## config.mk

```make
export PLATFORM = sky130hd
export DESIGN_NAME = acc_alu
export DESIGN_NICKNAME = d
export VERILOG_FILES = /design/src/rtl/acc_alu_pkg.sv /design/src/rtl/acc_alu_decode.sv /design/src/rtl/acc_alu_adder.sv /design/src/rtl/acc_alu_bcd.sv /design/src/rtl/acc_alu_divider.sv /design/src/rtl/acc_alu.sv
export SDC_FILE = /design/constraint.sdc
export NUM_CORES = 1
export LEC_CHECK = 0
export BUFFER_PORTS_ARGS = -buffer_cell sky130_fd_sc_hd__buf_2
export CORE_ASPECT_RATIO = 1.75
export CORE_MARGIN = 2
export CORE_UTILIZATION = 67
export DETAILED_ROUTE_END_ITERATION = 10
export PLACE_DENSITY = 0.89
export SYNTH_ARGS = -nofsm -noshare
export SYNTH_HDL_FRONTEND = slang
export SYNTH_SLANG_ARGS = --single-unit
```

## constraint.sdc

```tcl
create_clock -name clk -period 48.2 [get_ports clk]
set_clock_uncertainty 0.05 [all_clocks]
set_input_delay 0 -clock clk [delete_from_list [all_inputs] [get_ports clk]]
set_output_delay 0 -clock clk [all_outputs]
set_load 0.02 [all_outputs]
```

## src/rtl/acc_alu_pkg.sv

```systemverilog
package acc_alu_pkg;

  typedef enum logic [3:0] {
    K_NOP, K_ADD, K_ADDC, K_AND, K_CLRA, K_CPLA,
    K_CLRC, K_CPLC, K_DA, K_INC, K_DEC, K_DIV
  } op_kind_e;

  typedef struct packed {
    logic cy;
    logic ac;
    logic ov;
  } flags_t;

endpackage

```

## src/rtl/acc_alu_decode.sv

```systemverilog
module acc_alu_decode
  import acc_alu_pkg::*;
(
  input  logic [7:0] opcode,
  output op_kind_e   kind
);
  always_comb begin
    casez (opcode)
      8'b0010_1???, 8'b0010_011?: kind = K_ADD;
      8'b0011_1???, 8'b0011_011?: kind = K_ADDC;
      8'b0101_1???, 8'b0101_011?: kind = K_AND;
      8'hE4:                      kind = K_CLRA;
      8'hF4:                      kind = K_CPLA;
      8'hC3:                      kind = K_CLRC;
      8'hB3:                      kind = K_CPLC;
      8'hD4:                      kind = K_DA;
      8'h04:                      kind = K_INC;
      8'h14:                      kind = K_DEC;
      8'h84:                      kind = K_DIV;
      default:                    kind = K_NOP;
    endcase
  end
endmodule

```

## src/rtl/acc_alu_adder.sv

```systemverilog
module acc_alu_adder #(
  parameter int W = 8
) (
  input  logic [W-1:0] a,
  input  logic [W-1:0] b,
  input  logic         cin,
  output logic [W-1:0] sum,
  output logic         cy,
  output logic         ac,
  output logic         ov
);
  localparam int NIB = W / 2;

  logic [W:0]   full;
  logic [NIB:0] low;

  always_comb begin
    full = {1'b0, a} + {1'b0, b} + {{W{1'b0}}, cin};
    low  = {1'b0, a[NIB-1:0]} + {1'b0, b[NIB-1:0]} + {{NIB{1'b0}}, cin};
    sum  = full[W-1:0];
    cy   = full[W];
    ac   = low[NIB];
    ov   = (a[W-1] == b[W-1]) && (full[W-1] != a[W-1]);
  end
endmodule

```

## src/rtl/acc_alu_bcd.sv

```systemverilog
module acc_alu_bcd #(
  parameter int W = 8
) (
  input  logic [W-1:0] a,
  input  logic         ac,
  input  logic         cy,
  output logic [W-1:0] res,
  output logic         cy_out
);
  localparam int     NIB   = W / 2;
  localparam [W:0]   LOFIX = (W+1)'(6);
  localparam [W:0]   HIFIX = (W+1)'(6) << NIB;
  localparam [NIB:0] NINE  = (NIB+1)'(9);

  logic [W:0] step1;
  logic [W:0] step2;
  logic       lo_adj;
  logic       hi_adj;

  always_comb begin
    lo_adj = ({1'b0, a[NIB-1:0]} > NINE) || ac;
    step1  = {1'b0, a} + (lo_adj ? LOFIX : '0);
    hi_adj = ({1'b0, step1[W-1:NIB]} > NINE) || cy || step1[W];
    step2  = {1'b0, step1[W-1:0]} + (hi_adj ? HIFIX : '0);
    res    = step2[W-1:0];
    cy_out = cy | step1[W] | step2[W];
  end
endmodule

```

## src/rtl/acc_alu_divider.sv

```systemverilog
module acc_alu_divider #(
  parameter int W = 8
) (
  input  logic [W-1:0] dividend,
  input  logic [W-1:0] divisor,
  output logic [W-1:0] quotient,
  output logic [W-1:0] remainder
);
  logic [W-1:0] rem_s [0:W];
  logic [W-1:0] quo;

  assign rem_s[0] = '0;

  for (genvar i = 0; i < W; i++) begin : g_stage
    logic [W:0] trial;
    logic       take;
    assign trial = {rem_s[i], dividend[W-1-i]};
    assign take  = (trial >= {1'b0, divisor});
    assign quo[W-1-i] = take;
    assign rem_s[i+1] = take ? W'(trial - {1'b0, divisor}) : trial[W-1:0];
  end

  assign quotient  = quo;
  assign remainder = rem_s[W];
endmodule

```

## src/rtl/acc_alu.sv

```systemverilog
module acc_alu
  import acc_alu_pkg::*;
#(
  parameter int W = 8
) (
  input  logic         clk,
  input  logic         rst,
  input  logic         in_valid,
  output logic         in_ready,
  input  logic [7:0]   opcode,
  input  logic [W-1:0] acc_in,
  input  logic [W-1:0] opnd_in,
  input  logic [W-1:0] b_in,
  input  logic         cy_in,
  input  logic         ac_in,
  input  logic         ov_in,
  output logic         out_valid,
  input  logic         out_ready,
  output logic [W-1:0] acc_out,
  output logic [W-1:0] b_out,
  output logic         cy_out,
  output logic         ac_out,
  output logic         ov_out
);
  op_kind_e     kind;
  logic [W-1:0] add_sum, bcd_res, div_q, div_r;
  logic         add_cy, add_ac, add_ov, bcd_cy, add_cin;
  logic [W-1:0] nx_acc, nx_b;
  flags_t       nx_f, f_q;
  logic [W-1:0] acc_q, b_q;
  logic         vld_q;
  logic         fire;

  acc_alu_decode u_dec (.opcode(opcode), .kind(kind));

  assign add_cin = (kind == K_ADDC) & cy_in;

  acc_alu_adder #(.W(W)) u_add (
    .a(acc_in), .b(opnd_in), .cin(add_cin),
    .sum(add_sum), .cy(add_cy), .ac(add_ac), .ov(add_ov)
  );

  acc_alu_bcd #(.W(W)) u_bcd (
    .a(acc_in), .ac(ac_in), .cy(cy_in), .res(bcd_res), .cy_out(bcd_cy)
  );

  acc_alu_divider #(.W(W)) u_div (
    .dividend(acc_in), .divisor(b_in), .quotient(div_q), .remainder(div_r)
  );

  always_comb begin
    nx_acc = acc_in;
    nx_b   = b_in;
    nx_f   = '{cy: cy_in, ac: ac_in, ov: ov_in};
    case (kind)
      K_ADD, K_ADDC: begin
        nx_acc = add_sum;
        nx_f   = '{cy: add_cy, ac: add_ac, ov: add_ov};
      end
      K_AND:  nx_acc = acc_in & opnd_in;
      K_CLRA: nx_acc = '0;
      K_CPLA: nx_acc = ~acc_in;
      K_CLRC: nx_f.cy = 1'b0;
      K_CPLC: nx_f.cy = ~cy_in;
      K_INC:  nx_acc = acc_in + W'(1);
      K_DEC:  nx_acc = acc_in - W'(1);
      K_DA: begin
        nx_acc  = bcd_res;
        nx_f.cy = bcd_cy;
      end
      K_DIV: begin
        nx_f.cy = 1'b0;
        if (b_in == '0) begin
          nx_f.ov = 1'b1;
        end else begin
          nx_acc  = div_q;
          nx_b    = div_r;
          nx_f.ov = 1'b0;
        end
      end
      default: ;
    endcase
  end

  assign in_ready = ~vld_q | out_ready;
  assign fire     = in_valid & in_ready;

  always_ff @(posedge clk) begin
    if (rst) begin
      vld_q <= 1'b0;
      acc_q <= '0;
      b_q   <= '0;
      f_q   <= '0;
    end else begin
      if (fire) begin
        vld_q <= 1'b1;
        acc_q <= nx_acc;
        b_q   <= nx_b;
        f_q   <= nx_f;
      end else if (out_ready) begin
        vld_q <= 1'b0;
      end
    end
  end

  assign out_valid = vld_q;
  assign acc_out   = acc_q;
  assign b_out     = b_q;
  assign cy_out    = f_q.cy;
  assign ac_out    = f_q.ac;
  assign ov_out    = f_q.ov;
endmodule

```

Yosys cells after proc, flatten, opt, wreduce, memory -nomap -nowiden:

Index checks and enable logic that the tools add are counted.

* output and inout bits: 21
* register bits after elaboration: 20
* word-level logic and storage cells: 100

* reduce and logical (&&, ||, !) cells: 11
* $add $sub $neg: 16
* bitwise logic cells: 9
* muxes and demuxes: 21
* magnitude comparators: 10
* eq/ne operators: 27

Operators with widths (number)
* 8-bit two-way mux: 11
* 8-bit case mux with 8 select lines: 1
* 9-bit by 8-bit >= comparator with 1-bit output: 7
* 8-bit subtractor: 7
* 8-bit equality test (second input constant): 6
* 4-bit case mux with 11 select lines: 1
* 8-bit by 9-bit adder with 9-bit output: 2
* 4-bit by 3-bit equality test with 1-bit output (second input constant): 4
* 4-bit equality test (second input constant): 4
* 7-bit by 5-bit equality test with 1-bit output (second input constant): 2
* 5-bit by 3-bit equality test with 1-bit output (second input constant): 2
* 2-bit OR reduction: 5
* 8-bit by 8-bit adder with 9-bit output: 1
* 9-bit by 1-bit adder with 9-bit output: 1
* 8-bit by 1-bit adder with 8-bit output (second input constant): 1
* 8-bit AND: 1
* 4-bit by 2-bit equality test with 1-bit output (second input constant): 2
* 8-bit by 3-bit equality test with 1-bit output (second input constant): 1
* 8-bit by 5-bit equality test with 1-bit output (second input constant): 1
* 1-bit by 8-bit >= comparator with 1-bit output: 1
* 4-bit greater-than comparator (second input constant): 2
* 8-bit logical NOT: 1
* 8-bit inverter: 1
* 1-bit by 8-bit subtractor with 8-bit output: 1
* other kinds (19): 28

Longest topological paths before layout:

* depth in word-level cells: 18
* gate-level depth with buffers: 79
* mapped depth without buffers: 76

Hierarchy:

From an unflattened synthesis, not the netlist that was laid out.

* cell total of the unflattened synthesis: 814
* area, all modules: 6187.2 um2

By module, submodules not included
* acc_alu_divider: cells each 454, times used 1, area each 3404.5 um2
* acc_alu: cells each 247, times used 1, area each 1873.0 um2
* acc_alu_bcd: cells each 47, times used 1, area each 367.9 um2
* acc_alu_adder: cells each 37, times used 1, area each 319.1 um2
* acc_alu_decode: cells each 29, times used 1, area each 222.7 um2

Least setup slack after synthesis:

No wires, ideal clock.

* path type: input to register
* start: in acc_in[7]
* end: reg b_q[1], in the netlist b_out[1]
* required time: 48.018 ns
* path slack: 32.949 ns
* arrival time: 15.069 ns
* buffers on the path: 3
* stages on the path: 75
* cells stage by stage: inv_1 ha_1 inv_1 ha_1 o211ai_2 nor2_1 a21oi_1 inv_1 ha_1 nand2b_1 a211oi_2 o21ai_2 nand2_2 mux2_2 inv_1 ha_1 nor2b_1 o31ai_1 [39 not listed] a31oi_1 a21oi_1 nor2_1 mux2i_1 mux2i_1 ha_1 nor2b_1 o21ai_0 a21boi_0 o21ai_0 a21boi_0 o21ai_0 o211ai_1 a21o_1 a221oi_2 mux2i_4 a2111oi_2 nor4_2

* word-level cells in the longest chain between the ends: 18
* elaborated cells on any way between the ends: 26
* those cells by class: 8 x add/sub; 8 x order compare; 10 x mux

RTL lines
* start: declaration: line acc_alu.sv:11 `input logic [W-1:0] acc_in,`
* 1-bit by 8-bit subtractor with 8-bit output or 1-bit by 8-bit >= comparator with 1-bit output (tied branches): line acc_alu_divider.sv:20, acc_alu_divider.sv:18
* 8-bit two-way mux (*): line acc_alu_divider.sv:20 `assign rem_s[i+1] = take ? W'(trial - {1'b0, divisor}) : trial[W-1:0];`
* 8-bit subtractor or 9-bit by 8-bit >= comparator with 1-bit output (tied branches): line acc_alu_divider.sv:20, acc_alu_divider.sv:18
* 8-bit two-way mux (*): line acc_alu_divider.sv:20
* 8-bit subtractor or 9-bit by 8-bit >= comparator with 1-bit output (tied branches): line acc_alu_divider.sv:20, acc_alu_divider.sv:18
* 8-bit two-way mux (*): line acc_alu_divider.sv:20
* 8-bit subtractor or 9-bit by 8-bit >= comparator with 1-bit output (tied branches): line acc_alu_divider.sv:20, acc_alu_divider.sv:18
* 8-bit two-way mux (*): line acc_alu_divider.sv:20
* [2 not listed]
* 8-bit subtractor or 9-bit by 8-bit >= comparator with 1-bit output (tied branches): line acc_alu_divider.sv:20, acc_alu_divider.sv:18
* 8-bit two-way mux (*): line acc_alu_divider.sv:20
* 8-bit subtractor or 9-bit by 8-bit >= comparator with 1-bit output (tied branches): line acc_alu_divider.sv:20, acc_alu_divider.sv:18
* 8-bit two-way mux (*): line acc_alu_divider.sv:20
* 9-bit by 8-bit >= comparator with 1-bit output or 8-bit subtractor (tied branches): line acc_alu_divider.sv:18, acc_alu_divider.sv:20
* 8-bit two-way mux (*): line acc_alu_divider.sv:20
* 8-bit two-way mux (*): line acc_alu.sv:73 `if (b_in == '0) begin`
* 8-bit two-way mux (*): line acc_alu.sv:55 `case (kind)`
* end signal: assignment: line acc_alu.sv:98 `b_q <= nx_b;`
* end: declaration: line acc_alu.sv:30 `logic [W-1:0] acc_q, b_q;`

Every way passes the cells marked *; elsewhere a longest branch is shown, timed or not.
A chain may end at the register's enable or synchronous reset.

Worst setup path in the final report:

* start: in b_in[1]
* end: reg b_q[1], in the netlist b_out[1]

* word-level cells in the longest chain between the ends: 18
* elaborated cells on any way between the ends: 27
* those cells by class: 8 x add/sub; 8 x order compare; 10 x mux; 1 x reduce/logical

RTL lines
* start: declaration: line acc_alu.sv:13 `input logic [W-1:0] b_in,`
* 1-bit by 8-bit subtractor with 8-bit output or 1-bit by 8-bit >= comparator with 1-bit output (tied branches): line acc_alu_divider.sv:20, acc_alu_divider.sv:18
* 8-bit two-way mux: line acc_alu_divider.sv:20
* 8-bit subtractor or 9-bit by 8-bit >= comparator with 1-bit output (tied branches): line acc_alu_divider.sv:20, acc_alu_divider.sv:18
* 8-bit two-way mux: line acc_alu_divider.sv:20
* 8-bit subtractor or 9-bit by 8-bit >= comparator with 1-bit output (tied branches): line acc_alu_divider.sv:20, acc_alu_divider.sv:18
* 8-bit two-way mux: line acc_alu_divider.sv:20
* 8-bit subtractor or 9-bit by 8-bit >= comparator with 1-bit output (tied branches): line acc_alu_divider.sv:20, acc_alu_divider.sv:18
* 8-bit two-way mux: line acc_alu_divider.sv:20
* [2 not listed]
* 8-bit subtractor or 9-bit by 8-bit >= comparator with 1-bit output (tied branches): line acc_alu_divider.sv:20, acc_alu_divider.sv:18
* 8-bit two-way mux: line acc_alu_divider.sv:20
* 8-bit subtractor or 9-bit by 8-bit >= comparator with 1-bit output (tied branches): line acc_alu_divider.sv:20, acc_alu_divider.sv:18
* 8-bit two-way mux: line acc_alu_divider.sv:20
* 9-bit by 8-bit >= comparator with 1-bit output or 8-bit subtractor (tied branches): line acc_alu_divider.sv:18, acc_alu_divider.sv:20
* 8-bit two-way mux: line acc_alu_divider.sv:20
* 8-bit two-way mux: line acc_alu.sv:73
* 8-bit two-way mux (*): line acc_alu.sv:55

Marked as above.

==> metrics.txt <==
status finished clean; Post-CTS Hold Buffers 1; die width 73.0 microns; Critical Path End Type flip-flop; Worst-path clk slew 60 ps; Syn Area/Cell 7.70 sq um; length of the first detailed-routing pass in iterations 5; Placement Cell Area just under 6000 sq um; fillcell total 660; TNS Setup 0 ps; Syn-to-layout area delta 8.38%; diode count 0; Longest Clk Path Bufs 2; Net Count, Synth 853; CP Launch Type input pin; H-tree depth 1; P_leak 2.81 nW; fin nets 904; crit-path most repeated cell ha_1; Die Height 125 microns; max_cap viols 0; worst path arrival time 17860 ps; Core Box Area 8200 sq um; Synthesis Warnings 0; Num CTS Buffers 3; period utilization 36.9%; Worst-Margin Slew 1060 ps; row cnt 44; WL per Instance 20.4 microns; Clock Sinks 20; Final Max Tran Viols 0; Vias/cell between 6 and 7; FMAX between 50 and 60 MHz; final hold violation count 0; initial antenna violation count 0; worst hold slack approximately 44 ps; vias in the first global route 6230; Worst Hold Class in2reg; WL final 17700 microns; post-CTS setup buffer count 0; initial DRC count 420; setup violators final 0; Post-synth EDFFs 0; fin area 6050 sq um; Yosys cell types between 80 and 90; Pwr Density 43.3 nW/um^2; Synth top cells by count ha_1 (76), nor2_1 (71), a21oi_1 (60); Placer Congestion 1.04; critical path's largest stage delay 480 ps; RSZ-0062 raised after global routing false; Slowest-stage cell, CP o21a_1; largest net degree at the start of global routing 24; gr usage total 38.7%; Worst-Skew Late Latency around 250 ps; Worst VDD drop between 0.00003 and 0.00004 V; Post-Syn Instances about 730; CTS-repair resized insts 0; via count between 6000 and 7000; die footprint about 9000 sq um; root buffer cell clkbuf_16; Worst slew margin roughly 29%; global-route wire length before repair 28700 microns; fraction of layout cells with a size suffix above 1 15.5%; Seq/Total Area, Yosys 7.17%; top cell type's share of synthesized area 17.0%; type of the worst setup path in2reg; most frequent cell after synthesis ha_1; fin crit period 17790 ps; TritonCTS clock tree done; Async SR Flop Fraction 0%; Critical Path Fanout Max 17; Post-Syn Area 5590 sq um; Synth area leader ha_1; Synth Flop Type dfxtp_1; GR Overflow Total 0; synth top area cells ha_1 (17%), dfxtp_1 (7.2%), a21oi_1 (5.4%); I/O Pins 60; Seq cells post-synth 20; CP Data Required Time 48280 ps; # port buffers 59; DP HPWL 14300 microns; Final ANT Viol Nets 0; drt drc 0; initial core utilization between 60% and 70%
## through the flow
stage	util (%)	cells	setup slack, ps	total power (W)
2_1_floorplan	-	726	32950	0.000188
3_3_place_gp	72.4	863	31140	0.000229
3_5_place_dp	72.4	863	30530	0.000233
4_1_cts	73.8	868	30740	0.000257
5_1_grt	73.8	868	29160	0.000282
6_report	73.8	868	30410	0.000262
## final timing paths
check	from	to	slack (ps)	cells past startpoint
worst max-delay path	b_in[1]	b_out[1]$_SDFFE_PP0P_	30410	70
worst min-delay path	out_ready	out_valid$_SDFFE_PP0P_	40	3
worst max register to register	out_valid$_SDFFE_PP0P_	acc_out[3]$_SDFFE_PP0P_	45980	6
worst min register to register	acc_out[1]$_SDFFE_PP0P_	acc_out[1]$_SDFFE_PP0P_	430	2
## kinds of logic after synthesis
kind of cell    after synthesis  share of synthesized area [%]
compound gates              218                           27.7
xor+xnor                     47                           7.37
fa+ha+maj                    88                           21.3
buf+inv                      69                           4.99
flops                        20                           7.17
mux                          50                           10.4
simple gates                234                           21.1
## critical path, delay by kind of cell
kind / cells / cell delay [ps]
and+or+nand+nor: 14 / 2650
adders and majority gates: 8 / 2350
buffers and inverters: 6 / 1030
AOI/OAI and AO/OA: 34 / 8820
muxes: 8 / 3000
## registers in the layout, indices dropped and copies added (netlist names)
signal     cells
ov_out         1
cy_out         1
ac_out         1
out_valid      1
acc_out        8
b_out          8
## metal layers
layer	track usage, %	wire, microns
met1	40.6	6370
met2	69.8	9020
met3	4.21	1080
met4	23.9	1230
met5	0	0
## power breakdown
group / switching, W / internal [W] / total, W / leakage (nW)
clock network: 0.00000626 / 0.0000165 / 0.0000227 / 0.0511
registers: 0.000000928 / 0.0000185 / 0.0000194 / 0.166
logic: 0.000127 / 0.0000930 / 0.000220 / 2.60
## cell type report
cell class	instances	area (sq um)	share of cell area, %
well taps	92	115	1.90
inverters	51	191	3.16
flip-flops and latches	20	400	6.61
repair buffers	64	335	5.54
clock buffers	3	75.1	1.24
multi-input cells	637	4910	81.0
clock inverters	1	30.0	0.496
## cell usage in the layout (no fill, tap or decap), drive strengths merged, types with 5 or more instances in the layout
cell type	count
o21bai	11
a31oi	5
nand3	13
o21a	10
or2	5
buf	63
o211ai	9
nor2b	20
xor2	16
mux2i	28
a211oi	9
nor4	12
nand4	10
dfxtp	20
mux2	22
inv	51
nor3	21
nand2b	11
a21o	10
and3	5
a21boi	5
ha	76
xnor2	31
a221oi	12
nand2	50
fa	12
a21oi	61
o21ai	40
nor2	71
No activity file was read; power rests on OpenSTA's default activity.
